<file path="src/rtl/tod_xfer_pkg.sv">
package tod_xfer_pkg;
  localparam int SEL_W = 3;
  localparam int ERR_W = 6;

  typedef enum logic [SEL_W-1:0] {
    SEL_CTRL  = 3'd0,
    SEL_TGT   = 3'd1,
    SEL_ERR   = 3'd2,
    SEL_MOVE  = 3'd3,
    SEL_START = 3'd4
  } reg_sel_e;

  // error cause bit positions
  localparam int E_STATE = 0;
  localparam int E_CMD   = 1;
  localparam int E_NOTGT = 2;
  localparam int E_NRDY  = 3;
  localparam int E_START = 4;
  localparam int E_BADTG = 5;

  // MSB-first field bit n of a 64-bit word -> vector index
  function automatic int fbit(input int n);
    return 63 - n;
  endfunction
endpackage

</file>
<file path="src/rtl/tod_core_lookup.sv">
module tod_core_lookup #(
  parameter int N  = 8,
  parameter int KW = 32,
  parameter logic [N*KW-1:0] TABLE = '0,
  localparam int IDXW = (N > 1) ? $clog2(N) : 1
) (
  input  logic [KW-1:0]   key,
  output logic            hit,
  output logic [IDXW-1:0] idx
);
  always_comb begin
    hit = 1'b0;
    idx = '0;
    // scan downward so the lowest matching position is the final winner
    for (int i = N - 1; i >= 0; i--) begin
      if (TABLE[i*KW +: KW] == key) begin
        hit = 1'b1;
        idx = IDXW'(i);
      end
    end
  end
endmodule

</file>
<file path="src/rtl/tod_tgt_decode.sv">
module tod_tgt_decode #(
  parameter int N = 8,
  parameter logic [11:0] TOD_OFS = 12'h1A1,
  parameter bit IDX_MODE_EN = 1'b1,
  parameter logic [N*32-1:0] CORE_BASE = '0,
  parameter logic [N*5-1:0]  CORE_ID = '0,
  localparam int IDXW = (N > 1) ? $clog2(N) : 1
) (
  input  logic [31:0]     addr_word,
  input  logic            full_mode,
  output logic            valid,
  output logic [IDXW-1:0] idx
);
  logic            base_hit;
  logic [IDXW-1:0] base_idx;
  logic            id_hit;
  logic [IDXW-1:0] id_idx;

  tod_core_lookup #(.N(N), .KW(32), .TABLE(CORE_BASE)) u_base (
    .key ({addr_word[31:12], 12'h000}),
    .hit (base_hit),
    .idx (base_idx)
  );

  generate
    if (IDX_MODE_EN) begin : g_idx
      tod_core_lookup #(.N(N), .KW(5), .TABLE(CORE_ID)) u_id (
        .key (addr_word[4:0]),
        .hit (id_hit),
        .idx (id_idx)
      );
    end else begin : g_noidx
      assign id_hit = 1'b0;
      assign id_idx = '0;
    end
  endgenerate

  always_comb begin
    if (full_mode) begin
      valid = base_hit && (addr_word[11:0] == TOD_OFS);
      idx   = base_idx;
    end else begin
      valid = id_hit;
      idx   = id_idx;
    end
  end
endmodule

</file>
<file path="src/rtl/tod_xfer_ctl.sv">
module tod_xfer_ctl
  import tod_xfer_pkg::*;
#(
  parameter int NCORES = 8,
  parameter logic [11:0] TOD_OFS = 12'h1A1,
  parameter bit IDX_MODE_EN = 1'b1,
  parameter logic [NCORES*32-1:0] CORE_BASE = {
    32'h2700_0000, 32'h2600_0000, 32'h2500_0000, 32'h2400_0000,
    32'h2300_0000, 32'h2200_0000, 32'h2100_0000, 32'h2000_0000},
  parameter logic [NCORES*5-1:0] CORE_ID = {
    5'd11, 5'd10, 5'd9, 5'd8, 5'd3, 5'd2, 5'd1, 5'd0},
  localparam int IDXW = (NCORES > 1) ? $clog2(NCORES) : 1
) (
  input  logic              clk,
  input  logic              rst,
  input  logic              wr_en,
  input  logic [SEL_W-1:0]  wr_sel,
  input  logic [63:0]       wr_data,
  input  logic [NCORES-1:0] core_ready,
  output logic [NCORES-1:0] tb_sent,
  output logic              tod_run,
  output logic              tgt_valid,
  output logic [IDXW-1:0]   tgt_core,
  output logic [63:0]       ctrl_reg,
  output logic [ERR_W-1:0]  err_reg
);
  logic            dec_valid;
  logic [IDXW-1:0] dec_idx;

  tod_tgt_decode #(
    .N(NCORES), .TOD_OFS(TOD_OFS), .IDX_MODE_EN(IDX_MODE_EN),
    .CORE_BASE(CORE_BASE), .CORE_ID(CORE_ID)
  ) u_dec (
    .addr_word (wr_data[63:32]),
    .full_mode (wr_data[fbit(35)]),
    .valid     (dec_valid),
    .idx       (dec_idx)
  );

  logic [ERR_W-1:0]  err_set, err_clr;
  logic [NCORES-1:0] sent_n;
  logic              run_n;

  always_comb begin
    err_set = '0;
    err_clr = '0;
    sent_n  = '0;
    run_n   = tod_run;
    if (wr_en) begin
      case (wr_sel)
        SEL_TGT:  if (!dec_valid) err_set[E_BADTG] = 1'b1;
        SEL_ERR:  err_clr = wr_data[ERR_W-1:0];
        SEL_START: begin
          if (!tod_run) run_n = 1'b1;
          else          err_set[E_START] = 1'b1;
        end
        SEL_MOVE: begin
          if (!tod_run)                  err_set[E_STATE] = 1'b1;
          else if (!wr_data[fbit(0)])    err_set[E_CMD]   = 1'b1;
          else if (!tgt_valid)           err_set[E_NOTGT] = 1'b1;
          else if (!core_ready[tgt_core]) err_set[E_NRDY] = 1'b1;
          else                           sent_n[tgt_core] = 1'b1;
        end
        default: ;
      endcase
    end
  end

  always_ff @(posedge clk) begin
    if (rst) begin
      tb_sent   <= '0;
      tod_run   <= 1'b0;
      tgt_valid <= 1'b0;
      tgt_core  <= '0;
      ctrl_reg  <= '0;
      err_reg   <= '0;
    end else begin
      tb_sent <= sent_n;
      tod_run <= run_n;
      err_reg <= (err_reg & ~err_clr) | err_set;
      if (wr_en && wr_sel == SEL_CTRL)
        ctrl_reg <= {wr_data[63:32], 32'h0};
      if (wr_en && wr_sel == SEL_TGT) begin
        tgt_valid <= dec_valid;
        tgt_core  <= dec_valid ? dec_idx : '0;
      end
    end
  end
endmodule

</file>
<file path="config.mk">
export PLATFORM = sky130hd
export DESIGN_NAME = tod_xfer_ctl
export DESIGN_NICKNAME = d
export VERILOG_FILES = /design/src/rtl/tod_xfer_pkg.sv /design/src/rtl/tod_core_lookup.sv /design/src/rtl/tod_tgt_decode.sv /design/src/rtl/tod_xfer_ctl.sv
export SDC_FILE = /design/constraint.sdc
export NUM_CORES = 1
export LEC_CHECK = 0
export ABC_AREA = 1
export BUFFER_PORTS_ARGS = -buffer_cell sky130_fd_sc_hd__buf_2
export CAP_MARGIN = 20
export CORE_ASPECT_RATIO = 1.25
export CORE_MARGIN = 1.5
export CORE_UTILIZATION = 40
export CTS_CLUSTER_SIZE = 28
export DETAILED_ROUTE_END_ITERATION = 6
export HOLD_SLACK_MARGIN = 0.08
export PLACE_DENSITY = 0.75
export SLEW_MARGIN = 20
export SYNTH_ARGS = -nofsm -noshare
export SYNTH_HDL_FRONTEND = slang
export SYNTH_HIERARCHICAL = 1
export SYNTH_SLANG_ARGS = --single-unit
</file>
<file path="constraint.sdc">
create_clock -name clk -period 4.1 [get_ports clk]
set_clock_uncertainty 0.2 [all_clocks]
set_input_delay 0.205 -clock clk [delete_from_list [all_inputs] [get_ports clk]]
set_output_delay 0.205 -clock clk [all_outputs]
set_load 0.01 [all_outputs]
</file>
=== After elaboration in Yosys (flattened, before gate mapping) ===
Cells that the tools add are included.

* Bitwise operators: 9
* Equal/unequal tests: 20
* Reduce and logical (&&, ||, !) cells: 8
* Muxes and demuxes: 54
* $lt $le $gt $ge: 2

{| class="wikitable"
|+ Operator list
! operator !! number
|-
| equality test 18 x 20 -> 1 bit (first input constant) || 8
|-
| 2-to-1 mux 3 bit || 19
|-
| 2-to-1 mux 1 bit || 28
|-
| equality test 4 x 5 -> 1 bit (first input constant) || 4
|-
| 2-to-1 mux 6 bit || 3
|-
| equality test 12 x 9 -> 1 bit (second input constant) || 1
|-
| equality test 2 x 5 -> 1 bit (first input constant) || 2
|-
| OR reduction 7 bit || 1
|-
| bitwise AND 6 bit || 1
|-
| equality test 3 x 2 -> 1 bit (second input constant) || 2
|-
| inverter 1 bit || 6
|-
| inverter 6 bit || 1
|-
| bitwise OR 6 bit || 1
|-
| equality test 1 x 5 -> 1 bit (first input constant) || 1
|-
| logical NOT 5 bit || 1
|-
| logical AND 1 bit || 4
|-
| less-than comparator 3 x 4 -> 1 bit (second input constant) || 1
|-
| 2-to-1 mux 4 bit || 1
|-
| binary-select mux 1 bit (select 3 bit) || 1
|-
| demux 1 bit (select 3 bit) || 1
|-
| equality test 3 x 1 -> 1 bit (second input constant) || 1
|-
| equality test 3 bit (second input constant) || 1
|-
| >= comparator 3 x 1 -> 1 bit (second input constant) || 1
|-
| logical NOT 3 bit || 1
|-
| 2 further kinds || 2
|}

* Flip-flop bits (word level): 51
* Logic and storage cells: 99

=== Logic depth before layout (Yosys ltp) ===
Gate-level depths: netlist of the first run.

* Word-level depth: 15
* Mapped depth: 16
* Depth with buffers taken out: 16

=== Cells and area by module ===
The synthesis of the first run kept the hierarchy.

{| class="wikitable"
|+ By module, submodules not included
! module !! cells an instance !! times used !! sequential area each (um^2) !! area each (um^2)
|-
| tod_xfer_ctl || 292 || 1 || 1021.0 || 2249.7
|-
| tod_core_lookup at u_dec.u_base || 45 || 1 || 0.0 || 227.7
|-
| tod_tgt_decode || 29 || 1 || 0.0 || 113.9
|-
| tod_core_lookup at u_dec.g_idx.u_id || 10 || 1 || 0.0 || 40.0
|}

=== Least setup slack after synthesis of the first run ===
No wires, ideal clock.

* Path kind: input -> register
* From: input port wr_data[53]
* To: register tgt_core[2]
* Data required time: 3.830 ns
* Path buffers: 0
* Arrival time: 1.439 ns
* Library setup time: 0.070 ns
* Stages: 16
* Slack: 2.391 ns
* Cell sequence: nor2_1 nand2_1 nor2_2 nand2_2 nor2_4 o211a_1 nand2_1 inv_1 nand2_1 nor2_1 nand2_1 nand2_1 inv_1 nor2_1 nand2_1 a21oi_1

* Word-level cells in the longest chain between the ends: 12
* Elaborated cells on any way between the ends: 28
* Classes of those cells: 8 x eq/ne; 19 x mux; 1 x reduce/logical

{| class="wikitable"
|+ Ends and longest elaborated chain
! item !! RTL line !! source
|-
| start, declared || tod_xfer_ctl.sv:18 || <nowiki>input logic [63:0] wr_data,</nowiki>
|-
| equality test 18 x 20 -> 1 bit || tod_core_lookup.sv:16 || <nowiki>if (TABLE[i*KW +: KW] == key) begin</nowiki>
|-
| 2-to-1 mux 1 bit (7 in a row) || tod_core_lookup.sv:16 ||
|-
| 2-to-1 mux 1 bit * || tod_core_lookup.sv:16 ||
|-
| named net u_dec.base_hit || tod_tgt_decode.sv:14 || <nowiki>logic base_hit;</nowiki>
|-
| logical AND 1 bit * || tod_tgt_decode.sv:40 || <nowiki>valid = base_hit && (addr_word[11:0] == TOD_OFS);</nowiki>
|-
| 2-to-1 mux 1 bit * || tod_tgt_decode.sv:39 || <nowiki>if (full_mode) begin</nowiki>
|-
| named net dec_valid || tod_xfer_ctl.sv:27 || <nowiki>logic dec_valid;</nowiki>
|-
| 2-to-1 mux 3 bit * || tod_xfer_ctl.sv:85 || <nowiki>tgt_core <= dec_valid ? dec_idx : '0;</nowiki>
|-
| end signal, assigned || tod_xfer_ctl.sv:85 ||
|-
| end, declared || tod_xfer_ctl.sv:23 || <nowiki>output logic [IDXW-1:0] tgt_core,</nowiki>
|}

The timed path passes the listed nets; every way through them passes the cells marked *.
A chain may end at the register's enable or synchronous reset.

=== Final worst setup path of the first run ===
* From: input port wr_sel[0]
* To: register err_reg[4]

* Word-level cells in the longest chain between the ends: 6
* Elaborated cells on any way between the ends: 9
* Classes of those cells: 2 x eq/ne; 4 x mux; 3 x bitwise

{| class="wikitable"
|+ Ends and longest elaborated chain
! item !! RTL line !! source
|-
| start, declared || tod_xfer_ctl.sv:17 || <nowiki>input logic [SEL_W-1:0] wr_sel,</nowiki>
|-
| equality test 3 x 2 -> 1 bit || tod_xfer_ctl.sv:50 || <nowiki>case (wr_sel)</nowiki>
|-
| 2-to-1 mux 6 bit || tod_xfer_ctl.sv:50 ||
|-
| 2-to-1 mux 6 bit || tod_xfer_ctl.sv:49 || <nowiki>if (wr_en) begin</nowiki>
|-
| inverter 6 bit || tod_xfer_ctl.sv:80 || <nowiki>err_reg <= (err_reg & ~err_clr) | err_set;</nowiki>
|-
| bitwise AND 6 bit || tod_xfer_ctl.sv:80 ||
|-
| bitwise OR 6 bit * || tod_xfer_ctl.sv:80 ||
|-
| end signal, assigned || tod_xfer_ctl.sv:80 ||
|-
| end, declared || tod_xfer_ctl.sv:25 || <nowiki>output logic [ERR_W-1:0] err_reg</nowiki>
|}

Mark *: on every way between the ends. The rest lies on a longest branch, timed or not.

==> results.md, run 1 <==
| Stage | Quantity | Reported |
|:---|:---|:---|
| worst setup path | Nature of the critical path startpoint | input pin |
| clock tree | Clock tree from TritonCTS | yes |
| worst setup path | Kind of critical path | input pin to flop |
| worst setup path | Crit path DAT | 3010 ps |
| clock tree | Number of buffers between clock root and the deepest sink | 2 |
| sta | Final Slew Violations | 0 |
| worst setup path | Crit path max fanout | 5 |
| global routing | GRT Resource Usage Total | 18.7% |
| finish | Number of antenna diodes | 0 |
| worst setup path | Worst reg2reg path startpoint | tod_run |
| clock tree | Number of buffers inserted during clock tree synthesis | 5 |
| clock tree | Clk pin slew, worst setup/hold paths | 90 ps |
| sta | Final setup slack of the worst path | 1140 ps |
| sta | Final Hold Fails | 0 |
| flow run | Max Cap Violations | 0 |
| run status | Outcome | complete, no violations |
| sta | Worst slew pin tran | 901 ps |
| synth | Portion of the post-synthesis area used by sequential elements | 38.8% |
| synth | Count of flip-flops with a built-in enable after synthesis | 0 |
| finish | Number of flip-flops in the largest register | 32 |
| route | Number of vias per cell after detailed routing | 4.39 |
| synth | Async set-or-reset flop fraction in the synthesized netlist | 0% |
| route | Detailed-route via count | 2701 |
| synth | Fraction of synthesized cell area taken by the top area cell type | 38.8% |
| finish | Number of filler instances in the final layout | 605 |
| worst setup path | Master of the slowest instance on the critical path | sky130_fd_sc_hd__dlygate4sd3_1 |
| die | Floorplan die area | 0.00708 mm2 |
| die | I/O pin count | 161 |
| finish | Fraction of layout instances using a drive strength above 1 | 24.9% |
| route | Antenna-violating nets left | 0 |
| sta | Achievable clock frequency | 338 MHz |
| die | CORE AREA | 0.00625 mm2 |
| synth | Seq cells post-synth | 51 |
| die | Die width | 75.5 um |
| sta | Final setup violating endpoints | 0 |
| worst hold path | Hold_sp | wr_data[63] |
| power | Net switching component of the power | 259 uW |
| global routing | Maximum number of pins on one net before global-route repair | 65 |
| placed design | Routability congestion estimate | 0.792 |
| clock tree | Cell at the root of the clock tree | sky130_fd_sc_hd__clkbuf_8 |
| clock tree | Clock latency at the later pin of the worst-skew pair | 300 ps |
| clock tree | Post-CTS setup buffer count | 0 |
| die | Starting utilization of the core area | 42.1% |
| synth | Most used flip-flop cell after synthesis | sky130_fd_sc_hd__dfxtp_1 |
| power | Net Sw Frac | 27.1% |
| placed design | Setup slack at placement | 1850 ps |
| placed design | Detailed Place HPWL | 4310 um |
| route | Detail-routed net length per standard cell | 10.5 um |
| worst setup path | Cell Chain, Critical Path | dlygate4sd3_1 > buf_2 > nor2_2 > dlygate4sd3_1 > nand4_1 > dlygate4sd3_1 > a21oi_1 > dlygate4sd3_1 |
| worst setup path | Required time reported for the critical path endpoint | 4150 ps |
| synth | Dominant cells by area after synthesis | sky130_fd_sc_hd__dfxtp_1 39%, sky130_fd_sc_hd__buf_4 9.1%, sky130_fd_sc_hd__nand2_1 8.8% |
| worst setup path | Kind of cell with the highest combined delay on the critical path | buffers and inverters |
| worst setup path | Critical Path Max Stage Delay | 580 ps |
| power | Combinational share of power | 16.4% |
| route | Post-Route WL | 6440 um |
| global routing | First-pass GRT wire length | 10500 um |
| synth | Warning count from the yosys run | 6 |
| finish | Final Non-Filler Cells | 615 |
| placed design | Dpl cells | 561 |
| route | Pre-antenna DRT Iters | 4 |
| power | Leakage power summed over all cells | 0.00181 uW |
| synth | Post-synthesis instance area | 0.00263 mm2 |
| die | Die Span Y | 93.7 um |
| worst hold path | Worst min-delay path class | input pin to flop |
| worst setup path | CP endpoint kind | flop |
| power | Maximum resistive drop on vdd | 0.157 mV |
| die | Total number of placement rows | 32 |
| sta | Unrepaired setup endpoints after global routing | false |
| sta | Sum of negative setup slack | 0 ps |
| synth | Post-synthesis area per instance | 7.00 um2 |
| global routing | Vias in the first global route | 2479 |
| power | Seq pwr share | 53.7% |
| power | Power Dens Cells | 262 mW/mm2 |
| power | Internal cell power | 698 uW |
| route | Count of routing violations after the opening detailed-route iteration | 110 |
| synth | Cells after synthesis | 376 |
| global routing | Antenna violations before repair | 0 |
| power | Portion of total power attributed to the clock network | 29.8% |
| synth | Post-synthesis cell type with the largest combined area | sky130_fd_sc_hd__dfxtp_1 |
| worst setup path | Buffers and inverters on the worst path | 5 |
| sta | Time the final worst path needs with I/O delays and setup | 2960 ps |
| route | DRC violation count after routing | 0 |
| finish | Net total in the final layout | 607 |
| worst setup path | Timing startpoint of the critical path | wr_sel[0] |
| sta | Post-route fraction of the period consumed by the critical path | 72.2% |
| global routing | Remaining global-route overflow | 0 |
| sta | Relative slew slack | 39.9% |
| clock tree | Clock sink total | 51 |
| worst setup path | Most frequent cell on the critical path | sky130_fd_sc_hd__dlygate4sd3_1 |
| clock tree | H-tree depth | 2 |
| finish | Final cell utilization of the core | 58.4% |
| placed design | Port Buffers | 103 |
| synth | Count of different cell masters after synthesis | 28 |
| finish | Area added between synthesis and finish | 38.6% |
==> metrics by stage <==
step	hold slack [ps]	power, uW	instance area [um2]
after floorplan	162	620	2790
after detailed placement	236	647	3090
after CTS	81.2	967	3640
final	100	957	3650
after global placement	229	645	3090
after global routing	109	1010	3650
==> cell usage after synthesis (3+ instances only) <==
master and number:
sky130_fd_sc_hd__nor2_1 34, sky130_fd_sc_hd__nand2_2 3, sky130_fd_sc_hd__dfxtp_1 51, sky130_fd_sc_hd__inv_2 3, sky130_fd_sc_hd__clkbuf_1 3, sky130_fd_sc_hd__inv_1 55, sky130_fd_sc_hd__nand3_1 14, sky130_fd_sc_hd__buf_4 32
sky130_fd_sc_hd__buf_2 5, sky130_fd_sc_hd__o21ai_0 37, sky130_fd_sc_hd__a21oi_1 42, sky130_fd_sc_hd__buf_6 3, sky130_fd_sc_hd__nand2_1 62, sky130_fd_sc_hd__nand3_2 5, sky130_fd_sc_hd__nor3_1 5, sky130_fd_sc_hd__nor2_2 6
==> cell usage in the layout, fill, tap and decap left out <==
cell / count
sky130_fd_sc_hd__buf_2: 103
sky130_fd_sc_hd__nand2_1: 62
sky130_fd_sc_hd__inv_1: 55
sky130_fd_sc_hd__dfxtp_1: 51
sky130_fd_sc_hd__dlygate4sd3_1: 46
sky130_fd_sc_hd__conb_1: 44
sky130_fd_sc_hd__a21oi_1: 42
sky130_fd_sc_hd__o21ai_0: 37
sky130_fd_sc_hd__nor2_1: 34
sky130_fd_sc_hd__nand3_1: 14
sky130_fd_sc_hd__nor2_2: 6
sky130_fd_sc_hd__clkbuf_8: 5
sky130_fd_sc_hd__nor3_1: 5
sky130_fd_sc_hd__nand3_2: 4
sky130_fd_sc_hd__inv_2: 3
sky130_fd_sc_hd__nand2_2: 3
sky130_fd_sc_hd__nand4_1: 2
sky130_fd_sc_hd__clkinvlp_4: 2
sky130_fd_sc_hd__or2_1: 2
sky130_fd_sc_hd__nand3_4: 1
sky130_fd_sc_hd__nor3_4: 1
sky130_fd_sc_hd__nand2_4: 1
sky130_fd_sc_hd__nand3b_1: 1
sky130_fd_sc_hd__o211ai_1: 1
sky130_fd_sc_hd__clkinv_2: 1
sky130_fd_sc_hd__nand4_2: 1
sky130_fd_sc_hd__nor2_4: 1
sky130_fd_sc_hd__nor4_1: 1
sky130_fd_sc_hd__o211a_1: 1
==> final cells by class <==
class / count / area (um2) / area share [%]
multi-input combinational: 264 / 1240 / 33.9
sequential: 51 / 1020 / 28.0
timing repair buffer: 149 / 976 / 26.8
inverter: 58 / 218 / 5.97
tap: 85 / 106 / 2.92
clock buffer: 5 / 68.8 / 1.89
clock inverter: 3 / 20.0 / 0.549
==> power groups by stage <==
stage / Combinational [uW] / Sequential [uW] / Clock (uW)
2_1_floorplan: 88.1 / 532 / 0
3_3_place_gp: 120 / 525 / 0
3_5_place_dp: 122 / 525 / 0
4_1_cts: 154 / 514 / 299
5_1_grt: 177 / 516 / 316
6_report: 157 / 514 / 286
==> logic make-up (layout without fill, tap and decap cells) <==
| logic type | count (synthesis) | in the layout | synth area share, % |
|---|---|---|---|
| AO/OA/AOI/OAI | 81 | 81 | 15.7 |
| buffers and inverters | 103 | 215 | 20.4 |
| other | 2 | 44 | 0.285 |
| AND/OR/NAND/NOR | 139 | 139 | 24.8 |
| flip-flops | 51 | 51 | 38.8 |
==> layer usage <==
metal / up-vias / routed length (um) / GRT usage [%] / part of all wire (%)
li1: 1410 / - / - / -
met1: 1175 / 2620 / 20.2 / 41
met2: 104 / 3270 / 34.0 / 51
met3: 12 / 441 / 4.40 / 6.8
met4: 0 / 117 / 7.29 / 1.8
met5: - / 0 / 0 / 0
==> final timing paths <==
path | slack, ps | depth (start not counted) | endpoint
setup / recovery | 1140 | 8 | err_reg[4]
hold / removal | 100 | 3 | ctrl_reg[63]
setup reg to reg | 2080 | 4 | err_reg[4]
hold reg to reg | 250 | 2 | ctrl_reg[40]
==> worst register-to-register path: cells and delay by family (launching register included) <==
kind | cells | cell delay (ps)
DFF | 1 | 400
buffers and inverters | 2 | 1110
AOI/OAI and AO/OA | 1 | 140
and+or+nand+nor | 1 | 100
==> repair_timing <==
| action | in CTS | in global routing |
|---|---|---|
| resized for setup | 0 | 0 |
| hold buffers | 46 | 0 |
| endpoints found under the hold margin | 42 | 0 |
Power figures use the tool's default switching activity.
==> inputs of run 2 (changes only) <==
- clock period: 4.1 -> 2.8 ns (I/O delays scaled with it)
==> results.md, run 2 (same netlist as run 1, synthesis figures left out) <==
| Stage | Quantity | Reported |
|:---|:---|:---|
| sta | Sum of negative setup slack | 0 ps |
| placed design | Port Buffers | 103 |
| worst hold path | Worst min-delay path class | input pin to flop |
| global routing | Remaining global-route overflow | 0 |
| worst setup path | CP endpoint kind | flop |
| global routing | First-pass GRT wire length | 11000 um |
| worst hold path | Number of instances on the worst hold path | 8 |
| sta | Unrepaired setup endpoints after global routing | false |
| finish | Area added between synthesis and finish | 43.0% |
| clock tree | Clk pin slew, worst setup/hold paths | 100 ps |
| die | CORE AREA | 0.00625 mm2 |
| placed design | Routability congestion estimate | 0.791 |
| finish | Footprint of the flip-flops and latches | 0.00102 mm2 |
| clock tree | Clock sink total | 51 |
| die | Starting utilization of the core area | 42.1% |
| route | Post-Route WL | 6880 um |
| clock tree | Cell at the root of the clock tree | sky130_fd_sc_hd__clkbuf_8 |
| worst setup path | FF-to-FF setup slack | 690 ps |
| sta | Worst slew pin tran | 577 ps |
| sta | Final setup slack of the worst path | 355 ps |
| sta | Final Hold Fails | 0 |
| route | Detail-routed net length per standard cell | 11.1 um |
| die | Die Span Y | 93.7 um |
| run status | Outcome | complete, no violations |
| sta | Achievable clock frequency | 409 MHz |
| die | I/O pin count | 161 |
| sta | Relative slew slack | 61.5% |
| placed design | Detailed Place HPWL | 4440 um |
| clock tree | Number of buffers inserted during clock tree synthesis | 5 |
| power | Power Dens Cells | 423 mW/mm2 |
| finish | Fraction of layout instances using a drive strength above 1 | 26.3% |
| finish | Area used by multi-input combinational logic | 0.00124 mm2 |
| global routing | Antenna violations before repair | 0 |
| sta | Final setup violating endpoints | 0 |
| global routing | GRT Resource Usage Total | 19.7% |
| flow run | Max Cap Violations | 0 |
| sta | Hold Slack | 106 ps |
| global routing | Vias in the first global route | 2573 |
| global routing | Maximum number of pins on one net before global-route repair | 35 |
| worst setup path | Worst reg-to-reg path cell count | 4 |
| worst hold path | Hold_sp | core_ready[0] |
| worst setup path | Crit path max fanout | 5 |
| die | Floorplan die area | 0.00708 mm2 |
| worst setup path | Nature of the critical path startpoint | input pin |
| worst setup path | Required time reported for the critical path endpoint | 2850 ps |
| finish | Commonest cells after routing, fill and taps aside | 103 x sky130_fd_sc_hd__buf_2, 62 x sky130_fd_sc_hd__nand2_1, 55 x sky130_fd_sc_hd__inv_1 |
| finish | Number of antenna diodes | 0 |
| clock tree | Clock latency at the later pin of the worst-skew pair | 300 ps |
| route | Number of vias per cell after detailed routing | 4.45 |
| die | Total number of placement rows | 32 |
| power | Leakage power summed over all cells | 0.00187 uW |
| clock tree | Clock tree from TritonCTS | yes |
| finish | Most common cell after layout, fill and taps aside | sky130_fd_sc_hd__buf_2 |
| route | Pre-antenna DRT Iters | 4 |
| worst setup path | Kind of critical path | input pin to flop |
| worst setup path | Crit path DAT | 2490 ps |
| clock tree | Number of buffers between clock root and the deepest sink | 2 |
| route | DRC violation count after routing | 0 |
| sta | Post-route fraction of the period consumed by the critical path | 87.3% |
| route | Detailed-route via count | 2763 |
| finish | Net total in the final layout | 613 |
| placed design | Setup slack at placement | 799 ps |
| finish | Number of filler instances in the final layout | 584 |
| sta | Final Slew Violations | 0 |
| route | Count of routing violations after the opening detailed-route iteration | 130 |
| worst setup path | Worst reg2reg path startpoint | tod_run |
| clock tree | H-tree depth | 2 |
| worst setup path | Worst reg2reg endpoint | err_reg[4] |
| power | Maximum resistive drop on vdd | 0.275 mV |
| finish | Number of flip-flops in the largest register | 32 |
| route | Antenna-violating nets left | 0 |
| worst hold path | Hold Path End | err_reg[3] |
| die | Die width | 75.5 um |
| sta | Time the final worst path needs with I/O delays and setup | 2450 ps |
==> run 2: cell types whose count changed in the layout (fill, tap and decap cells not counted), sizes merged <==
cell / delta
buf: +4
bufinv: +2
clkinv: -1
clkinvlp: -1
dlygate4sd3: +2
==> run 2: area by class of cell <==
type                    instances  share of cell area [%]
inverters                      58                    5.78
multi-input cells             264                    33.0
clock inverters                 3                    1.80
repair buffers                155                    27.6
well taps                      85                    2.83
clock buffers                   5                    1.83
flip-flops and latches         51                    27.1
==> run 2: what timing repair did <==
action,CTS,global route
setup buffers,0,2
endpoints found under the hold margin,43,0
gates resized for setup,0,5
hold buffers,49,0
setup endpoints to repair,0,1
==> run 2: critical path, cell delays in order <==
cell	delay (ps)
sky130_fd_sc_hd__dlygate4sd3_1	550
sky130_fd_sc_hd__buf_2	160
sky130_fd_sc_hd__nor2_2	170
sky130_fd_sc_hd__nand4_1	120
sky130_fd_sc_hd__dlygate4sd3_1	600
sky130_fd_sc_hd__a21oi_1	180
sky130_fd_sc_hd__dlygate4sd3_1	570
==> run 2: report_power, final <==
group	switching, uW	internal, uW
Combinational	129	107
Sequential	9.24	743
Clock	249	356
Total	387	1210
==> run 2: metal layers <==
| metal | up-vias | track usage [%] | part of all wire [%] | routed length, um |
|---|---|---|---|---|
| met5 | - | 0 | 0 | 0 |
| met4 | 0 | 9.52 | 3.4 | 232 |
| met3 | 22 | 3.76 | 5.7 | 390 |
| met2 | 109 | 34.4 | 50 | 3450 |
| met1 | 1213 | 22.3 | 41 | 2810 |
| li1 | 1419 | - | - | - |
==> run 2: through the flow <==
step | instance area, um2 | std cells | utilization, % | total power, uW
final | 3760 | 621 | 60.3 | 1590
after global routing | 3760 | 621 | 60.3 | 1660
after CTS | 3740 | 620 | 60.0 | 1600
after detailed placement | 3120 | 563 | 49.9 | 951
after global placement | 3120 | 563 | 49.9 | 946
after floorplan | 2790 | 418 | - | 907
==> run 2: worst max path at each step <==
stage | startpoint | end | slack (ps)
final | wr_sel[0] | err_reg[4] | 350
after global routing | wr_sel[0] | err_reg[4] | 280
after CTS | wr_data[53] | tgt_core[2] | 70
after detailed placement | wr_data[53] | tgt_core[0] | 800
after global placement | wr_data[55] | tgt_core[2] | 850
after floorplan | wr_data[53] | tgt_core[2] | 1160
